### src/rtl/brg_pkg.sv
package brg_pkg;

   localparam int BRG_IDX_PON   = 0;
   localparam int BRG_IDX_GEN   = 1;
   localparam int BRG_IDX_IODEV = 2;
   localparam int BRG_IDX_SDRAM = 3;
   localparam int BRG_IDX_MAP   = 4;
   localparam int BRG_IDX_GPDAT = 7;
   localparam int BRG_IDX_GPIE  = 8;
   localparam int BRG_IDX_ENSET = 12;
   localparam int BRG_IDX_ENCLR = 13;
   localparam int BRG_IDX_EN    = 14;
   localparam int BRG_IDX_ISR   = 15;
   localparam int BRG_IDX_DQ    = 26;
   localparam int BRG_IDX_MSIZE = 27;

   typedef enum logic [1:0] {
      SLOT_PLAIN = 2'd0,
      SLOT_TRIG  = 2'd1,
      SLOT_IRQ   = 2'd2
   } brg_slot_e;

   function automatic logic [31:0] brg_reset_word(input int idx);
      case (idx)
         BRG_IDX_PON:   return 32'h0000_0C40;
         BRG_IDX_GEN:   return 32'h0000_1384;
         BRG_IDX_IODEV: return 32'h2BFF_8010;
         BRG_IDX_SDRAM: return 32'h255E_0091;
         BRG_IDX_MAP:   return 32'h0000_6140;
         BRG_IDX_GPDAT: return 32'h0000_01FF;
         BRG_IDX_GPIE:  return 32'h0000_01FF;
         BRG_IDX_DQ:    return 32'h0000_0008;
         BRG_IDX_MSIZE: return 32'h1000_0000;
         default:       return 32'h0000_0000;
      endcase
   endfunction

   function automatic brg_slot_e brg_slot_kind(input int idx);
      if (idx == BRG_IDX_GEN) return SLOT_TRIG;
      if (idx >= BRG_IDX_ENSET && idx <= BRG_IDX_ISR) return SLOT_IRQ;
      return SLOT_PLAIN;
   endfunction

endpackage

### src/rtl/brg_wr_decode.sv
module brg_wr_decode #(
   parameter int ADDR_W   = 8,
   parameter int NUM_REGS = 28,
   parameter int BE_W     = 4
) (
   input  logic                      bus_sel,
   input  logic                      bus_wr,
   input  logic [BE_W-1:0]           bus_be,
   input  logic [ADDR_W-1:0]         bus_addr,
   output logic [NUM_REGS-1:0]       wr_hit,
   output logic                      rd_hit,
   output logic [ADDR_W-3:0]         word_idx
);
   localparam int WORD_W = ADDR_W - 2;

   if (NUM_REGS > (1 << WORD_W)) begin : g_bad_map
      $error("brg_wr_decode: NUM_REGS does not fit in the address window");
   end

   logic full_word;
   logic in_map;
   logic wr_ok;

   assign word_idx  = bus_addr[ADDR_W-1:2];
   assign full_word = (&bus_be) && (bus_addr[1:0] == 2'b00);
   assign in_map    = word_idx < WORD_W'(NUM_REGS);
   assign wr_ok     = bus_sel && bus_wr && full_word && in_map;
   assign rd_hit    = bus_sel && !bus_wr && in_map;

   for (genvar i = 0; i < NUM_REGS; i++) begin : g_hit
      assign wr_hit[i] = wr_ok && (word_idx == WORD_W'(i));
   end
endmodule

### src/rtl/brg_reg_store.sv
module brg_reg_store
   import brg_pkg::*;
#(
   parameter int DATA_W   = 32,
   parameter int NUM_REGS = 28,
   parameter int TRIG_BIT = 2
) (
   input  logic                           clk,
   input  logic                           rst_n,
   input  logic [NUM_REGS-1:0]            wr_hit,
   input  logic [DATA_W-1:0]              wdata,
   output logic [NUM_REGS-1:0][DATA_W-1:0] word_q,
   output logic                           rst_req,
   output logic                           trig_level
);
   if (TRIG_BIT >= DATA_W) begin : g_bad_trig
      $error("brg_reg_store: TRIG_BIT outside the data word");
   end

   logic [NUM_REGS-1:0] req_vec;
   logic [NUM_REGS-1:0] lvl_vec;

   for (genvar i = 0; i < NUM_REGS; i++) begin : g_slot
      localparam logic [DATA_W-1:0] RST_VAL = DATA_W'(brg_reset_word(i));
      if (brg_slot_kind(i) == SLOT_IRQ) begin : g_irq
         assign word_q[i]  = '0;
         assign req_vec[i] = 1'b0;
         assign lvl_vec[i] = 1'b0;
      end else if (brg_slot_kind(i) == SLOT_TRIG) begin : g_trig
         logic [DATA_W-1:0] q;
         logic              pulse;
         always_ff @(posedge clk or negedge rst_n) begin
            if (!rst_n) begin
               q     <= RST_VAL;
               pulse <= 1'b0;
            end else begin
               pulse <= 1'b0;
               if (wr_hit[i]) begin
                  q     <= wdata;
                  pulse <= !q[TRIG_BIT] && wdata[TRIG_BIT];
               end
            end
         end
         assign word_q[i]  = q;
         assign req_vec[i] = pulse;
         assign lvl_vec[i] = q[TRIG_BIT];
      end else begin : g_plain
         logic [DATA_W-1:0] q;
         always_ff @(posedge clk or negedge rst_n) begin
            if (!rst_n)         q <= RST_VAL;
            else if (wr_hit[i]) q <= wdata;
         end
         assign word_q[i]  = q;
         assign req_vec[i] = 1'b0;
         assign lvl_vec[i] = 1'b0;
      end
   end

   assign rst_req    = |req_vec;
   assign trig_level = |lvl_vec;
endmodule

### src/rtl/brg_irq_en.sv
module brg_irq_en #(
   parameter int DATA_W   = 32,
   parameter int IRQ_W    = 32,
   parameter int IRQ_SYNC = 2
) (
   input  logic              clk,
   input  logic              rst_n,
   input  logic              set_wr,
   input  logic              clr_wr,
   input  logic [DATA_W-1:0] wdata,
   input  logic [IRQ_W-1:0]  irq_in,
   output logic [DATA_W-1:0] en_q,
   output logic [DATA_W-1:0] set_q,
   output logic [DATA_W-1:0] clr_q,
   output logic [DATA_W-1:0] status
);
   if (IRQ_W > DATA_W || IRQ_W < 1) begin : g_bad_irq
      $error("brg_irq_en: IRQ_W must be 1..DATA_W");
   end

   logic [IRQ_W-1:0] irq_s;

   if (IRQ_SYNC == 0) begin : g_nosync
      assign irq_s = irq_in;
   end else begin : g_sync
      logic [IRQ_SYNC-1:0][IRQ_W-1:0] pipe;
      always_ff @(posedge clk or negedge rst_n) begin
         if (!rst_n) begin
            pipe <= '0;
         end else begin
            pipe[0] <= irq_in;
            for (int k = 1; k < IRQ_SYNC; k++) pipe[k] <= pipe[k-1];
         end
      end
      assign irq_s = pipe[IRQ_SYNC-1];
   end

   always_ff @(posedge clk or negedge rst_n) begin
      if (!rst_n) begin
         en_q  <= '0;
         set_q <= '0;
         clr_q <= '0;
      end else if (set_wr) begin
         set_q <= wdata;
         en_q  <= en_q | wdata;
      end else if (clr_wr) begin
         clr_q <= wdata;
         en_q  <= en_q & ~wdata;
      end
   end

   assign status = DATA_W'(irq_s) & en_q;
endmodule

### src/rtl/brg_ctl_regfile.sv
module brg_ctl_regfile
   import brg_pkg::*;
#(
   parameter int DATA_W   = 32,
   parameter int ADDR_W   = 8,
   parameter int NUM_REGS = 28,
   parameter int IRQ_W    = 32,
   parameter int IRQ_SYNC = 2,
   parameter int TRIG_BIT = 2
) (
   input  logic                 clk,
   input  logic                 rst_n,
   input  logic                 bus_sel,
   input  logic                 bus_wr,
   input  logic [DATA_W/8-1:0]  bus_be,
   input  logic [ADDR_W-1:0]    bus_addr,
   input  logic [DATA_W-1:0]    bus_wdata,
   output logic [DATA_W-1:0]    bus_rdata,
   input  logic [IRQ_W-1:0]     irq_in,
   output logic                 sys_rst_req
);
   localparam int BE_W   = DATA_W / 8;
   localparam int WORD_W = ADDR_W - 2;

   if (DATA_W < 32 || (DATA_W % 8) != 0) begin : g_bad_dw
      $error("brg_ctl_regfile: DATA_W must be a byte multiple of at least 32");
   end
   if (NUM_REGS <= BRG_IDX_MSIZE) begin : g_bad_nr
      $error("brg_ctl_regfile: NUM_REGS must cover all defined slots");
   end
   if (IRQ_SYNC < 0) begin : g_bad_sync
      $error("brg_ctl_regfile: IRQ_SYNC must not be negative");
   end

   logic [NUM_REGS-1:0]             wr_hit;
   logic                            rd_hit;
   logic [WORD_W-1:0]               word_idx;
   logic [NUM_REGS-1:0][DATA_W-1:0] store_q;
   logic                            trig_level;
   logic [DATA_W-1:0]               en_q;
   logic [DATA_W-1:0]               set_q;
   logic [DATA_W-1:0]               clr_q;
   logic [DATA_W-1:0]               status;

   brg_wr_decode #(
      .ADDR_W   (ADDR_W),
      .NUM_REGS (NUM_REGS),
      .BE_W     (BE_W)
   ) u_dec (
      .bus_sel  (bus_sel),
      .bus_wr   (bus_wr),
      .bus_be   (bus_be),
      .bus_addr (bus_addr),
      .wr_hit   (wr_hit),
      .rd_hit   (rd_hit),
      .word_idx (word_idx)
   );

   brg_reg_store #(
      .DATA_W   (DATA_W),
      .NUM_REGS (NUM_REGS),
      .TRIG_BIT (TRIG_BIT)
   ) u_store (
      .clk        (clk),
      .rst_n      (rst_n),
      .wr_hit     (wr_hit),
      .wdata      (bus_wdata),
      .word_q     (store_q),
      .rst_req    (sys_rst_req),
      .trig_level (trig_level)
   );

   brg_irq_en #(
      .DATA_W   (DATA_W),
      .IRQ_W    (IRQ_W),
      .IRQ_SYNC (IRQ_SYNC)
   ) u_irq (
      .clk    (clk),
      .rst_n  (rst_n),
      .set_wr (wr_hit[BRG_IDX_ENSET]),
      .clr_wr (wr_hit[BRG_IDX_ENCLR]),
      .wdata  (bus_wdata),
      .irq_in (irq_in),
      .en_q   (en_q),
      .set_q  (set_q),
      .clr_q  (clr_q),
      .status (status)
   );

   always_comb begin
      bus_rdata = '0;
      if (rd_hit) begin
         for (int i = 0; i < NUM_REGS; i++) begin
            if (word_idx == WORD_W'(i)) begin
               case (i)
                  BRG_IDX_ENSET: bus_rdata = set_q;
                  BRG_IDX_ENCLR: bus_rdata = clr_q;
                  BRG_IDX_EN:    bus_rdata = en_q;
                  BRG_IDX_ISR:   bus_rdata = status;
                  default:       bus_rdata = store_q[i];
               endcase
            end
         end
      end
   end
endmodule

### config.mk
export PLATFORM = sky130hd
export DESIGN_NAME = brg_ctl_regfile
export DESIGN_NICKNAME = d
export VERILOG_FILES = /design/src/rtl/brg_pkg.sv /design/src/rtl/brg_wr_decode.sv /design/src/rtl/brg_reg_store.sv /design/src/rtl/brg_irq_en.sv /design/src/rtl/brg_ctl_regfile.sv
export SDC_FILE = /design/constraint.sdc
export NUM_CORES = 2
export LEC_CHECK = 0
export ABC_CLOCK_PERIOD_IN_PS = 2100
export BUFFER_PORTS_ARGS = -buffer_cell sky130_fd_sc_hd__buf_2
export CORE_ASPECT_RATIO = 1.1
export CORE_UTILIZATION = 59
export CTS_BUF_LIST = sky130_fd_sc_hd__clkbuf_8
export CTS_CLUSTER_SIZE = 16
export DETAILED_ROUTE_END_ITERATION = 12
export PLACE_DENSITY = 0.81
export SETUP_SLACK_MARGIN = 0.15
export SLEW_MARGIN = 5
export SYNTH_ARGS = -nofsm -noshare
export SYNTH_HDL_FRONTEND = slang
export SYNTH_SLANG_ARGS = --single-unit
### constraint.sdc
create_clock -name clk -period 2.1 [get_ports clk]
set_clock_uncertainty 0.2 [all_clocks]
set_input_delay 0.105 -clock clk [delete_from_list [all_inputs] [get_ports clk]]
set_output_delay 0.105 -clock clk [all_outputs]
set_load 0.05 [all_outputs]
## Word level (Yosys, flattened, before mapping)

Cells that the tools add are included.

- Register bits: 929
- Input port bits: 80
- Output and inout port bits: 33
- Logic and storage cells: 135

- Order comparisons: 1
- Equality and inequality tests: 27
- Muxes and demuxes: 32
- Bitwise gates (word level): 5
- Reduce and logical (&&, ||, !) cells: 40

Operators with widths:

| kind | count |
|---|---|
| 32-bit 2-to-1 mux | 31 |
| 6-bit by 5-bit == test with 1-bit output, second input constant | 12 |
| 32-bit AND | 2 |
| 6-bit by 4-bit == test with 1-bit output, second input constant | 8 |
| 1-bit logical AND | 33 |
| 32-bit inverter | 1 |
| 32-bit OR | 1 |
| 6-bit by 3-bit == test with 1-bit output, second input constant | 4 |
| 6-bit by 2-bit == test with 1-bit output, second input constant | 2 |
| 6-bit by 1-bit == test with 1-bit output, second input constant | 1 |
| 6-bit zero test | 1 |
| 6-bit by 5-bit < comparator with 1-bit output, second input constant | 1 |
| 4-bit AND reduction | 1 |
| 1-bit zero test | 2 |
| 2-bit zero test | 1 |
| 2-bit AND reduction | 1 |
| 2-bit nonzero test | 1 |
| 1-bit 2-to-1 mux | 1 |
| 1-bit inverter | 1 |

## Longest topological paths before layout

- Depth after elaboration: 30
- Depth in mapped cells: 11
- Depth with buffers taken out: 6

## By module

Synthesis repeated with hierarchy kept, for this count alone.

- Cells, all modules: 3280
- Area total of the unflattened synthesis: 43720.7 sq um

Modules (own cells, without submodules):

| module | times used | cells each | area an instance (sq um) | seq. area each (sq um) |
|---|---|---|---|---|
| brg_reg_store | 1 | 1828 | 30960.9 | 19314.8 |
| brg_ctl_regfile | 1 | 1059 | 6666.4 | 0.0 |
| brg_irq_en | 1 | 336 | 5549.1 | 4003.8 |
| brg_wr_decode | 1 | 57 | 544.3 | 0.0 |

## Worst setup path before layout

Ideal clock, no wire load.

- Kind: input to output
- From: input bus_addr[7]
- To: output bus_rdata[26]
- Arrival: 2.791 ns
- Required time: 1.795 ns
- Slack: -0.996 ns
- Stages: 10
- Path buffers: 5
- Cell sequence: buf_6 -> or4b_1 -> buf_2 -> buf_6 -> buf_2 -> buf_2 -> a2bb2oi_1 -> o221ai_1 -> a21oi_1 -> o21ai_0

- Cells in the longest elaborated chain, start to end: 30
- Elaborated cells between the ends (all ways): 59
- Classes of those cells: order compare: 1; eq/ne: 27; mux: 29; reduce/logical: 2

Ends and longest elaborated chain:

| element | line | RTL |
|---|---|---|
| start, declared | brg_ctl_regfile.sv:16 | `input logic [ADDR_W-1:0] bus_addr,` |
| 6-bit zero test | brg_ctl_regfile.sv:94 | `if (word_idx == WORD_W'(i)) begin` |
| 32-bit 2-to-1 mux (28 in series) | brg_ctl_regfile.sv:94 |  |
| 32-bit 2-to-1 mux * | brg_ctl_regfile.sv:92 | `if (rd_hit) begin` |
| end, declared | brg_ctl_regfile.sv:18 | `output logic [DATA_W-1:0] bus_rdata,` |

Mark *: on every way between the ends. The rest lies on a longest branch, timed or not.

## Worst setup path after layout

- From: register u_store.g_slot[3].g_plain.q[0]
- To: output bus_rdata[0]

- Cells in the longest elaborated chain, start to end: 26

Ends and longest elaborated chain:

| element | line | RTL |
|---|---|---|
| start, declared | brg_reg_store.sv:48 | `logic [DATA_W-1:0] q;` |
| start signal, assigned | brg_reg_store.sv:51 | `else if (wr_hit[i]) q <= wdata;` |
| 32-bit 2-to-1 mux (25 in series) | brg_ctl_regfile.sv:94 |  |
| 32-bit 2-to-1 mux | brg_ctl_regfile.sv:92 |  |

Every way passes these cells.

==> results.cfg <==
[logic_synthesis]
synth_top_area_share_pct = 50.8
ys_types = 77
synth-edff-count = 0
ys_seq_area_share_pct = 54.3
synthesis.instances = 3350
synth-warning-count = 0
synthArstFlopShare_pct = 100
synth.most_common_cell = dfrtp_1
avgSynthCellArea_um2 = 12.8
synth_area_mm2 = 0.0429
synth.largest_area_cell = dfrtp_1
synthesis.nets = 3430
yosys-top-cells-area = dfrtp_1 (51%), mux2_2 (22%), dfstp_2 (3.5%)
synth_common_cells = dfrtp_1 (872), mux2_2 (843), a21oi_1 (187)
ys.flop_type = dfrtp_1
ys_seq_elements = 929

[place]
dp_slack_ps = -1070
place_hpwl_um = 109000
dp.cells = 4556
numPortBuffers = 112
place.gp.congestion = 0.995
placed_area_mm2 = 0.0492

[setup_path]
critPathKind = flop to output port
reg2reg_slack_ps = 840
arrival_ps = 3070
crit_fanout = 2
end_kind = output port
cp.required_ps = 1790
start_kind = flop

[timing]
rsz0062_at_grt = yes
fin_crit_sh_pct = 160
setup_viol = 32
finalHoldViolations = 0
maxSlewViolCount = 0
max_freq_ghz = 0.297
relSlewSlack_pct = 52.9
worstMarginPinSlew_ps = 707
finalWorstPathRequiredPeriod_ps = 3370
fin_ws_ps = -1270

[power_and_ir_drop]
total_power_mw = 36.4
power_frac_seq_pct = 49.5
p_switching_mw = 9.43
switching_share_pct = 25.9
leakage_nw = 26.5
internal_power_mw = 27.0
powerDensity_mw_per_mm2 = 674
peakVddDrop_v = 0.000550
combPwrFrac_pct = 7.5
clock_power_share_pct = 43.0

[global_routing]
grt_pass1_vias = 36135
antenna_found_initial = 6
grt_max_degree = 98
grt_first_pass_wirelength_um = 242000
overflow = 0
grt.total_usage_pct = 45.4

[layout]
fin_util_pct = 75.2
num-fill-cells = 4383
layout.cells.non_filler = 4956
final_nets = 3966
fin_area_mm2 = 0.0541
syn2layout_area_growth_pct = 26.0
drive_gt1_share_pct = 49.9

[route]
ant_nets = 0
dr.pass1.iters = 8
wire_per_inst_um = 33.6
routed_wl_um = 166000
drtIter0Drc = 4813
vias = 35062
drc = 0
viasPerCell = 7.07

[clock_tree]
cts_tree = yes
insertion_delay_ps = 840
cts_sinks = 929
numCtsBuffers = 149
cts_root_buf = clkbuf_8
h-tree-depth = 4
cts.path.max_buffers = 3
clk_pin_slew_worst_paths_ps = 60

[floorplan]
coreArea_mm2 = 0.0719
rows = 103
die_area_mm2 = 0.0738
io_pins = 113
initial_core_util_pct = 59.7
die_w_um = 259
fp.dieH_um = 285

[flow_run]
maxCapViolations = 0

[run_status]
status = finished, violations left
violations = negative setup slack

[min_path]
holdCritPathClass = input port to flop
## cells in the final DEF, fill, tap and decap left out, drive strengths merged, types with 41 or more instances in the layout
cell / Yosys / final
nor2: 98 / 98
o22ai: 41 / 41
o21ai: 139 / 139
clkbuf: 109 / 188
dfrtp: 872 / 872
mux2: 863 / 863
inv: 11 / 76
nand2: 144 / 144
a22oi: 49 / 49
dlygate4sd3: 0 / 101
dfstp: 57 / 57
mux2i: 52 / 52
a21oi: 187 / 187
buf: 236 / 629
mux4: 47 / 47
## timing repair
item | CTS | global route
setup buffers | 7 | 15
gates resized for setup | 110 | 36
endpoints found under the setup margin | 51 | 132
pin swaps | 67 | 26
hold endpoints to repair | 1826 | 0
hold buffers | 102 | 0
## stage by stage
step	TNS (ps)	hold WS, ps
final	-28070	78.7
after global routing	-29670	88.4
after CTS	-28860	33.7
after detailed placement	-476100	-163
after global placement	-447420	-164
after floorplan	-5610	-391
## power by group through the flow
stage	clock, mW	combinational [mW]	sequential [mW]
2_1_floorplan	0	1.01	18.3
3_3_place_gp	0	2.36	18.4
3_5_place_dp	0	2.41	18.4
4_1_cts	15.7	2.61	18.0
5_1_grt	16.5	2.82	18.0
6_report	15.7	2.72	18.0
## flip-flops by register name (all words and copies together), names as in the netlist, named ones only
name                      cells
u_store.g_slot.g_trig.q      32
u_store.g_slot.g_plain.q    736
u_store.rst_req               1
u_irq.g_sync.pipe            32
u_irq.irq_s                  32
u_irq.set_q                  32
u_irq.clr_q                  32
## cells by family after synthesis
group	Yosys count	synth area share (%)
compound gates	699	10.9
buf+inv	357	3.87
flops	929	54.3
mux	962	26.3
simple gates	403	4.61
## critical path: stages (launching register included)
cell       delay [ps]
dfstp_2           520
mux4_2            310
a22oi_2           100
a2111oi_2         260
buf_4             210
a2111oi_4          50
or3_4             370
a31oi_4           250
buf_12            170
## final cells by class
type	count	area, um2	share of cell area (%)
repair buffers	730	7240	13.4
clock inverters	82	417	0.770
inverters	12	46.3	0.0856
well taps	945	1180	2.19
diodes	6	15.0	0.0278
clock buffers	188	2590	4.78
multi-input cells	2064	19300	35.6
flip-flops and latches	929	23300	43.1
## path summary, 6_finish.rpt
kind                                             startpoint                          endpoint  cells past startpoint
setup / recovery             u_store.g_slot[3].g_plain.q[0]                      bus_rdata[0]                      8
hold / removal                                  bus_addr[1]  u_store.g_slot[24].g_plain.q[18]                      7
setup reg to reg           u_store.g_slot[22].g_plain.q[15]  u_store.g_slot[22].g_plain.q[15]                      3
hold reg to reg                       u_irq.g_sync.pipe[22]                   u_irq.irq_s[22]                      0
max in group asynchronous                             rst_n   u_store.g_slot[2].g_plain.q[27]                      6
min in group asynchronous                             rst_n                   u_irq.clr_q[11]                      4
## routing by layer
| metal | global-route usage [%] | share of wire [%] | up-vias |
|---|---|---|---|
| met1 | 55.9 | 35 | 17622 |
| li1 | - | - | 13545 |
| met5 | 0.904 | 0.076 | - |
| met4 | 35.3 | 9.2 | 8 |
| met3 | 15.5 | 13 | 990 |
| met2 | 65.8 | 43 | 2897 |
(Power assumes the default switching activity.)
